## src/rtl/fft_hsk_pkg.sv

```systemverilog
package fft_hsk_pkg;

  localparam int LOG2_MIN = 6;
  localparam int LOG2_MAX = 14;
  localparam int L2_W     = $clog2(LOG2_MAX + 1);
  localparam int IDX_W    = LOG2_MAX;

  // Saturate a requested log2 point count into the supported range.
  function automatic logic [L2_W-1:0] clamp_log2(input logic [L2_W-1:0] raw);
    if (int'(raw) < LOG2_MIN)      return L2_W'(LOG2_MIN);
    else if (int'(raw) > LOG2_MAX) return L2_W'(LOG2_MAX);
    else                           return raw;
  endfunction

  // Index of the final sample of a block of 2^l2 points.
  function automatic logic [IDX_W-1:0] final_index(input logic [L2_W-1:0] l2);
    return IDX_W'((32'd1 << l2) - 32'd1);
  endfunction

endpackage

```

## src/rtl/hsk_cfg_hold.sv

```systemverilog
module hsk_cfg_hold #(
  parameter int W = 1
) (
  input  logic         clk,
  input  logic         rst_n,
  input  logic         load,
  input  logic [W-1:0] din,
  input  logic         take,
  output logic [W-1:0] act
);

  logic [W-1:0] pend_q;
  logic [W-1:0] next_pend;

  // A strobe on the accepting edge wins over the older pending value.
  assign next_pend = load ? din : pend_q;

  always_ff @(posedge clk or negedge rst_n) begin
    if (!rst_n) begin
      pend_q <= '0;
      act    <= '0;
    end else begin
      pend_q <= next_pend;
      if (take) act <= next_pend;
    end
  end

  AST_CFG_HOLD_STABLE: assert property (@(posedge clk) disable iff (!rst_n)
    !take |=> $stable(act));

  AST_CFG_SAME_EDGE: assert property (@(posedge clk) disable iff (!rst_n)
    (take && load) |=> (act == $past(din)));

endmodule

```

## src/rtl/hsk_npts_stage.sv

```systemverilog
module hsk_npts_stage
  import fft_hsk_pkg::*;
#(
  parameter int LEAD = 5
) (
  input  logic            clk,
  input  logic            rst_n,
  input  logic            load,
  input  logic [L2_W-1:0] raw,
  input  logic            take,
  output logic [L2_W-1:0] act_l2,
  output logic            lead_met
);

  localparam int AGE_W = $clog2(LEAD + 1);

  logic [L2_W-1:0]  pend_q;
  logic [AGE_W-1:0] age_q;

  // age_q holds the distance in edges from the last load to the current edge.
  assign lead_met = (age_q >= AGE_W'(LEAD));

  always_ff @(posedge clk or negedge rst_n) begin
    if (!rst_n) begin
      pend_q <= L2_W'(LOG2_MIN);
      age_q  <= AGE_W'(LEAD);
      act_l2 <= L2_W'(LOG2_MIN);
    end else begin
      if (load) begin
        pend_q <= clamp_log2(raw);
        age_q  <= AGE_W'(1);
      end else if (!lead_met) begin
        age_q  <= age_q + AGE_W'(1);
      end
      if (take && lead_met) act_l2 <= pend_q;
    end
  end

  AST_NPTS_IN_RANGE: assert property (@(posedge clk) disable iff (!rst_n)
    (int'(act_l2) >= LOG2_MIN) && (int'(act_l2) <= LOG2_MAX));

  AST_NPTS_EARLY_KEEP: assert property (@(posedge clk) disable iff (!rst_n)
    (take && !lead_met) |=> $stable(act_l2));

  AST_NPTS_IDLE_KEEP: assert property (@(posedge clk) disable iff (!rst_n)
    !take |=> $stable(act_l2));

endmodule

```

## src/rtl/hsk_blk_seq.sv

```systemverilog
module hsk_blk_seq
  import fft_hsk_pkg::*;
(
  input  logic             clk,
  input  logic             rst_n,
  input  logic             start,
  input  logic [L2_W-1:0]  l2,
  output logic             accept,
  output logic             busy,
  output logic [IDX_W-1:0] idx,
  output logic             last,
  output logic             rdy,
  output logic             commit
);

  logic [IDX_W-1:0] last_idx;

  assign last_idx = final_index(l2);
  assign accept   = start && !busy;
  assign last     = busy && (idx == last_idx);

  always_ff @(posedge clk or negedge rst_n) begin
    if (!rst_n) begin
      busy   <= 1'b0;
      idx    <= '0;
      rdy    <= 1'b1;
      commit <= 1'b0;
    end else begin
      commit <= accept;
      if (accept) begin
        busy <= 1'b1;
        idx  <= '0;
        rdy  <= 1'b0;
      end else if (busy) begin
        if (last) begin
          busy <= 1'b0;
          idx  <= '0;
          rdy  <= 1'b1;
        end else begin
          idx  <= idx + IDX_W'(1);
        end
      end
    end
  end

  AST_IDX_BOUND: assert property (@(posedge clk) disable iff (!rst_n)
    busy |-> (idx <= last_idx));

  AST_START_IGNORED: assert property (@(posedge clk) disable iff (!rst_n)
    (busy && start) |=> !commit);

  AST_RDY_DROP: assert property (@(posedge clk) disable iff (!rst_n)
    accept |=> !rdy);

  AST_RDY_RISE: assert property (@(posedge clk) disable iff (!rst_n)
    last |=> (rdy && !busy));

  AST_LAST_SINGLE: assert property (@(posedge clk) disable iff (!rst_n)
    last |=> !last);

  AST_COMMIT_FIRST: assert property (@(posedge clk) disable iff (!rst_n)
    commit |-> (busy && idx == '0));

endmodule

```

## src/rtl/fft_blk_ctrl.sv

```systemverilog
module fft_blk_ctrl
  import fft_hsk_pkg::*;
#(
  parameter int SCALE_W = 2 * ((LOG2_MAX + 1) / 2),
  parameter int LEAD    = 5
) (
  input  logic               clk,
  input  logic               rst_n,
  input  logic               blk_start,
  input  logic               dir_load,
  input  logic               dir_in,
  input  logic               scale_load,
  input  logic [SCALE_W-1:0] scale_in,
  input  logic               npts_load,
  input  logic [L2_W-1:0]    npts_in,
  output logic               blk_rdy,
  output logic               smp_en,
  output logic [IDX_W-1:0]   smp_idx,
  output logic               smp_last,
  output logic               cfg_commit,
  output logic               act_inverse,
  output logic [SCALE_W-1:0] act_scale,
  output logic [L2_W-1:0]    act_log2n
);

  logic blk_accept;
  logic npts_lead_met;

  hsk_cfg_hold #(.W(1)) u_dir (
    .clk  (clk),
    .rst_n(rst_n),
    .load (dir_load),
    .din  (dir_in),
    .take (blk_accept),
    .act  (act_inverse)
  );

  hsk_cfg_hold #(.W(SCALE_W)) u_scale (
    .clk  (clk),
    .rst_n(rst_n),
    .load (scale_load),
    .din  (scale_in),
    .take (blk_accept),
    .act  (act_scale)
  );

  hsk_npts_stage #(.LEAD(LEAD)) u_npts (
    .clk     (clk),
    .rst_n   (rst_n),
    .load    (npts_load),
    .raw     (npts_in),
    .take    (blk_accept),
    .act_l2  (act_log2n),
    .lead_met(npts_lead_met)
  );

  hsk_blk_seq u_seq (
    .clk   (clk),
    .rst_n (rst_n),
    .start (blk_start),
    .l2    (act_log2n),
    .accept(blk_accept),
    .busy  (smp_en),
    .idx   (smp_idx),
    .last  (smp_last),
    .rdy   (blk_rdy),
    .commit(cfg_commit)
  );

  AST_CFG_FROZEN_IN_BLOCK: assert property (@(posedge clk) disable iff (!rst_n)
    (smp_en && !blk_accept) |=> ($stable(act_inverse) && $stable(act_scale) && $stable(act_log2n)));

  AST_RDY_EXCLUSIVE: assert property (@(posedge clk) disable iff (!rst_n)
    smp_en |-> !blk_rdy);

endmodule

```

## config.mk

```make
export PLATFORM = sky130hd
export DESIGN_NAME = fft_blk_ctrl
export DESIGN_NICKNAME = d
export VERILOG_FILES = /design/src/rtl/fft_hsk_pkg.sv /design/src/rtl/hsk_cfg_hold.sv /design/src/rtl/hsk_npts_stage.sv /design/src/rtl/hsk_blk_seq.sv /design/src/rtl/fft_blk_ctrl.sv
export SDC_FILE = /design/constraint.sdc
export NUM_CORES = 1
export LEC_CHECK = 0
export ABC_AREA = 1
export BUFFER_PORTS_ARGS = -buffer_cell sky130_fd_sc_hd__buf_2
export CAP_MARGIN = 30
export CORE_AREA = 8 8 85 94
export DETAILED_ROUTE_END_ITERATION = 10
export DIE_AREA = 0 0 93 102
export PLACE_DENSITY = 0.72
export SETUP_SLACK_MARGIN = 0.3
export SYNTH_ARGS = -nofsm -noshare
export SYNTH_HDL_FRONTEND = slang
export SYNTH_SLANG_ARGS = --single-unit
```

## constraint.sdc

```tcl
create_clock -name clk -period 3.7 [get_ports clk]
set_input_delay 0.925 -clock clk [delete_from_list [all_inputs] [get_ports clk]]
set_output_delay 0.925 -clock clk [all_outputs]
set_load 0.01 [all_outputs]
```

==> impl_metrics.yaml, run 1 <==
die:
  num_rows: 31
  die-area_sq_um: 9486
  die_h_um: 102
  core_sq_um: 6439
  ios: 62
  die_w_um: 93
  initial_core_util_pct: 48.56
yosys:
  synth_seq_area_share_pct: 46.70
  ys_ff_latch: 58
  ys_top_cells_by_area: "dfrtp_1 41%, mux2_2 11%, nand2_1 9.5%"
  yosys_warnings: 0
  synthesis.area_sq_um: 3127
  synth_top_area_share_pct: 40.82
  yosysMostFrequentCell: "nand2_1"
  synth_nets: 376
  ys.flop_type: "dfrtp_1"
  synth_common_cells: "79 x nand2_1, 51 x dfrtp_1, 36 x inv_1, 30 x mux2_2, 28 x nor2_1"
  synthArstFlopShare_pct: 100.0
  syn_area_per_cell_sq_um: 9.011
  synth.distinct_cells: 33
  synth_edf_count: 0
  yosys.area.top_type: "dfrtp_1"
  synthCells: 347
clocking:
  ctsLongestPathBuffers: 2
  numCtsBuffers: 9
  cts-root-buf: "clkbuf_8"
  tritoncts: "done"
  htree_levels: 3
  path_clk_slew_ns: 0.07
  holdBufCountCts: 0
  clk_latency_ns: 0.33
  clock-sinks: 58
timing:
  fin_skew_ns: 0.01142
  fin_tns_setup_ns: 0
  fin_ws_ns: 0.4634
  fmax_mhz: 309.0
  drv_slew: 0
  fin_crit_sh_pct: 87.47
  finalSetupViolCount: 0
  post-route-min-period_ns: 3.237
  hold_violations: 0
  worstMarginPinSlew_ns: 0.9258
  rsz0062_at_grt: "no"
  relSlewSlack_pct: 38.28
worst_setup_path:
  critPathMaxStageDelay_ns: 0.69
  cp_data_arrival_time_ns: 2.31
  regToRegSetupSlack_ns: 1.53
  crit_family: "simple AND/OR/NAND/NOR gates"
  slowest_stage: "dfstp_4"
  startpoint: "u_npts.act_l2[2]"
  worst_path_most_repeated_cell: "nand2_1"
  crit_buf_inv: 2
  crit_type: "reg2out"
  crit_chain: "nor2_4 > nand2_1 > ha_1 > nand2_1 > nand2_1 > nor2_1 > nand2_1 > nor2_1 > nand2_1 > nor2_1 > nand3_1 > inv_1 > buf_2"
  rr_startpoint: "u_npts.act_l2[2]"
  required_ns: 2.77
  rr_worst_depth: 13
  cp_max_fo: 9
  timing.rr.end: "u_seq.idx[6]"
  startpoint_type: "flop"
  cp-end-kind: "primary output"
  cp.depth: 13
power:
  switchingPower_uw: 1214
  p_leak_uw: 0.001956
  p_seq_share_pct: 37.0
  power_density_nw_per_um2: 781.1
  peakVddDrop_mv: 0.4613
  pwr-share-comb_pct: 43.6
  power_uw: 2960
  p_clk_share_pct: 19.5
  p_int_uw: 1747
  swShare_pct: 41.00
finish:
  num_antenna_cells: 0
  syn2layout_area_growth_pct: 21.21
  final_core_utilization_pct: 58.86
  final_nets: 453
  fin_area_sq_um: 3790
  drive_gt1_share_pct: 37.30
global_routing:
  grtUsageTotal_pct: 15.47
  met1_usage_pct: 17.39
  grt_pass1_wl_um: 11630
  grt_max_degree: 44
  overflow: 0
  grt_use_met2_pct: 26.68
  grt_pass1_vias: 2610
  grt.busiest_layer: "met2"
  antenna_found_initial: 0
  use_met3_pct: 4.923
placement:
  place_ws_ns: 0.6664
  dp_hpwl_um: 5530
  place.gp.congestion: 0.8914
  place_area_sq_um: 3490
  port_buffers: 61
route:
  drt_pre_antenna_iters: 6
  first_iter_violations: 175
  vias: 2607
  ant_nets: 0
  viasPerCell: 5.102
  wl_per_cell_um: 14.27
  drt_wl_total_um: 7293
  drc: 0
min_path:
  holdPathEnd: "u_seq.rdy"
  whs_path_depth: 2
  worst_hold_path_type: "reg2reg"
  hp-start: "u_seq.rdy"
run_status:
  outcome: "complete, no violations"
run:
  cap_violations: 0
tightest hold or removal path, cell delays in order (launching register included):
cell,delay [ns]
dfstp_2,0.37
inv_1,0.04
a21oi_1,0.06
cell families after synthesis:
logic type	count (synthesis)	share of synthesized area [%]
mux	30	10.80
buf+inv	46	6.482
simple gates	157	22.85
xor+xnor	12	3.362
flops	58	46.70
compound gates	40	8.203
fa+ha+maj	4	1.601
stage by stage:
step           hold WS, ns  instances
5_1_grt             0.4892        511
3_5_place_dp        0.4628        484
6_report            0.4694        511
2_1_floorplan       0.4503        347
4_1_cts             0.4740        500
3_3_place_gp        0.4609        484
repair_timing:
| action | 4_1_cts | 5_1_grt |
|---|---|---|
| setup endpoints to repair | 0 | 1 |
| gates resized for setup | 0 | 6 |
| setup buffers | 0 | 11 |
worst max path at each step:
stage,end,slack [ns]
2_1_floorplan,smp_last,0.98
3_3_place_gp,smp_last,0.74
3_5_place_dp,smp_last,0.67
4_1_cts,smp_last,0.30
5_1_grt,smp_last,0.30
6_report,smp_last,0.46
state kept, by name (all words and copies together) (netlist names):
signal,count
u_npts.act_l2,4
u_npts.pend_q,4
u_seq.rdy,1
u_seq.busy,1
u_scale.act,14
u_seq.commit,1
u_dir.pend_q,1
u_npts.age_q,3
u_seq.idx,14
u_scale.pend_q,14
u_dir.act,1
layer usage:
metal  wire length [um]  vias to the layer above
met5                  0                        -
met4                 85                        0
met3                520                       10
met2               3586                       82
met1               3101                     1233
li1                   -                     1282
layout make-up:
cell class,count,area [sq um]
clock buffer,10,137.6
clock inverter,6,63.81
fill,599,2649
inverter,38,145.1
multi-input combinational,243,1471
sequential,58,1466
tap,82,102.6
timing repair buffer,74,402.9
power groups by stage:
stage	Combinational (uW)	Sequential, uW	Clock [uW]
floorplan	829	1100	0
global placement	1200	1090	0
detailed placement	1220	1100	0
CTS	1230	1100	593
global route	1440	1120	622
finish	1290	1090	576
placed cells by master, fill, tap and decap left out, drive strengths merged, types with 4 or more instances in the layout:
cell	count
dfrtp	51
o21ai	29
a21oi	7
inv	39
dfstp	7
nor2	33
clkbuf	10
nor3	4
mux2	30
nand2	87
ha	4
nand3	27
buf	74
xor2	9
Power figures use the tool's default switching activity.
==> run 2, diff against run 1 <==
CELL_PAD_IN_SITES_DETAIL_PLACEMENT = 1   (was default)
CELL_PAD_IN_SITES_GLOBAL_PLACEMENT = 2   (was default)
CORE_AREA = 8 8 98 109   (was 8 8 85 94)
DIE_AREA = 0 0 106 117   (was 0 0 93 102)
PLACE_DENSITY = default   (was 0.72)
PLACE_DENSITY_LB_ADDON = 0.1   (was default)
==> impl_metrics.yaml, run 2 (same netlist as run 1, synthesis figures left out) <==
timing:
  fin_crit_sh_pct: 87.00
  fin_tns_setup_ns: 0
  hold_violations: 0
  worstMarginPinSlew_ns: 0.9140
  finalSetupViolCount: 0
  fmax_mhz: 310.7
  drv_slew: 0
  relSlewSlack_pct: 39.00
  fin_skew_ns: 0.01197
  rsz0062_at_grt: "no"
  post-route-min-period_ns: 3.219
global_routing:
  grtUsageTotal_pct: 15.53
  grt_pass1_vias: 2913
  grt_pass1_wl_um: 14970
  grt_max_degree: 59
  antenna_found_initial: 0
  overflow: 0
clocking:
  ctsLongestPathBuffers: 2
  numCtsBuffers: 9
  htree_levels: 3
  path_clk_slew_ns: 0.07
  clock-sinks: 58
  clk_latency_ns: 0.34
  tritoncts: "done"
  cts-root-buf: "clkbuf_8"
  holdBufCountCts: 0
die:
  core_sq_um: 9027
  die_h_um: 117
  die-area_sq_um: 12400
  die_w_um: 106
  initial_core_util_pct: 34.64
  num_rows: 37
  ios: 62
finish:
  fin_cells: 547
  num_antenna_cells: 0
  final_nets: 454
  final_cell_mix: "78 x nand2_1, 60 x buf_2, 50 x dfrtp_1"
  final_common_cell: "nand2_1"
  drive_gt1_share_pct: 37.67
  reg.largest.list: "u_scale.act (14), u_scale.pend_q (14), u_seq.idx (14)"
  syn2layout_area_growth_pct: 24.21
route:
  vias: 2649
  first_iter_violations: 83
  wl_per_cell_um: 16.64
  ant_nets: 0
  drt_pre_antenna_iters: 4
  drc: 0
  drt_wl_total_um: 9101
  viasPerCell: 4.843
worst_setup_path:
  required_ns: 2.77
  cp_data_arrival_time_ns: 2.29
  crit_type: "reg2out"
  cp_max_fo: 6
  cp-end-kind: "primary output"
  startpoint_type: "flop"
power:
  p_leak_uw: 0.001972
  peakVddDrop_mv: 0.3608
  power_density_nw_per_um2: 806.7
placement:
  dp_hpwl_um: 6750
  place.gp.congestion: 0.8200
  place_inst: 521
  port_buffers: 61
run:
  cap_violations: 0
min_path:
  worst_hold_path_type: "reg2reg"
run_status:
  outcome: "complete, no violations"
run 2: changes by cell type in the layout (fill, tap and decap cells not counted), sizes merged:
cell,change
inv,-1
clkinvlp,-2
clkbuf,+4
bufinv,+1
clkinv,-2
buf,+1
run 2: per-stage QoR:
step	instance area (sq um)	hold WS, ns	power [uW]	setup WS (ns)	util [%]
2_1_floorplan	3127	0.4503	1931	0.9820	-
3_3_place_gp	3548	0.4562	2369	0.7599	39.31
3_5_place_dp	3548	0.4613	2392	0.7130	39.31
4_1_cts	3771	0.4729	3087	0.3197	41.77
5_1_grt	3884	0.5136	3393	0.2751	43.02
6_report	3884	0.4685	3133	0.4811	43.02
run 2: routing by layer:
metal  wire length, um  GRT usage (%)  share of wire [%]  up-vias
met5                 0              0                  0        -
met4               186          6.103                2.0        0
met3               533          4.765                5.9       12
met2              4304          24.75                 47       57
met1              4077          19.34                 45     1298
li1                  -              -                  -     1282
run 2: critical path: stages, from the launching register on:
cell,delay (ns)
dfstp_2,0.63
inv_2,0.12
nand3_2,0.11
ha_4,0.20
nand2_1,0.06
nand2_1,0.07
nor2_2,0.13
nand2_1,0.06
nor2_1,0.10
nand2_1,0.07
nor2_1,0.10
nand3_1,0.11
inv_2,0.09
buf_4,0.12
run 2: final timing paths:
path	from	endpoint	slack, ns	cells after the start
setup / recovery	u_npts.act_l2[1]	smp_last	0.48	13
hold / removal	u_seq.rdy	u_seq.rdy	0.47	2
setup reg to reg	u_npts.act_l2[1]	u_seq.idx[0]	1.43	14
hold reg to reg	u_seq.rdy	u_seq.rdy	0.47	2
max in group asynchronous	rst_n	u_scale.pend_q[4]	2.43	2
min in group asynchronous	rst_n	u_npts.act_l2[3]	0.71	2
run 2: final cells by class:
| class | instances | area [sq um] |
|---|---|---|
| clock buffers | 14 | 162.7 |
| clock inverters | 2 | 60.06 |
| fillers | 1090 | 5144 |
| inverters | 38 | 142.6 |
| multi-input cells | 243 | 1494 |
| flip-flops and latches | 58 | 1465 |
| well taps | 117 | 146.4 |
| repair buffers | 75 | 412.9 |
run 2: power by group:
group,switching (uW),internal (uW),leakage (uW)
Combinational,785,585,0.00116
Sequential,233,856,0.000701
Clock,256,418,0.000111
Total,1270,1860,0.00197
run 2: what timing repair did:
| action | in CTS | in global routing |
|---|---|---|
| setup endpoints to repair | 0 | 1 |
| buffers inserted | 0 | 10 |
| gates resized for setup | 0 | 10 |
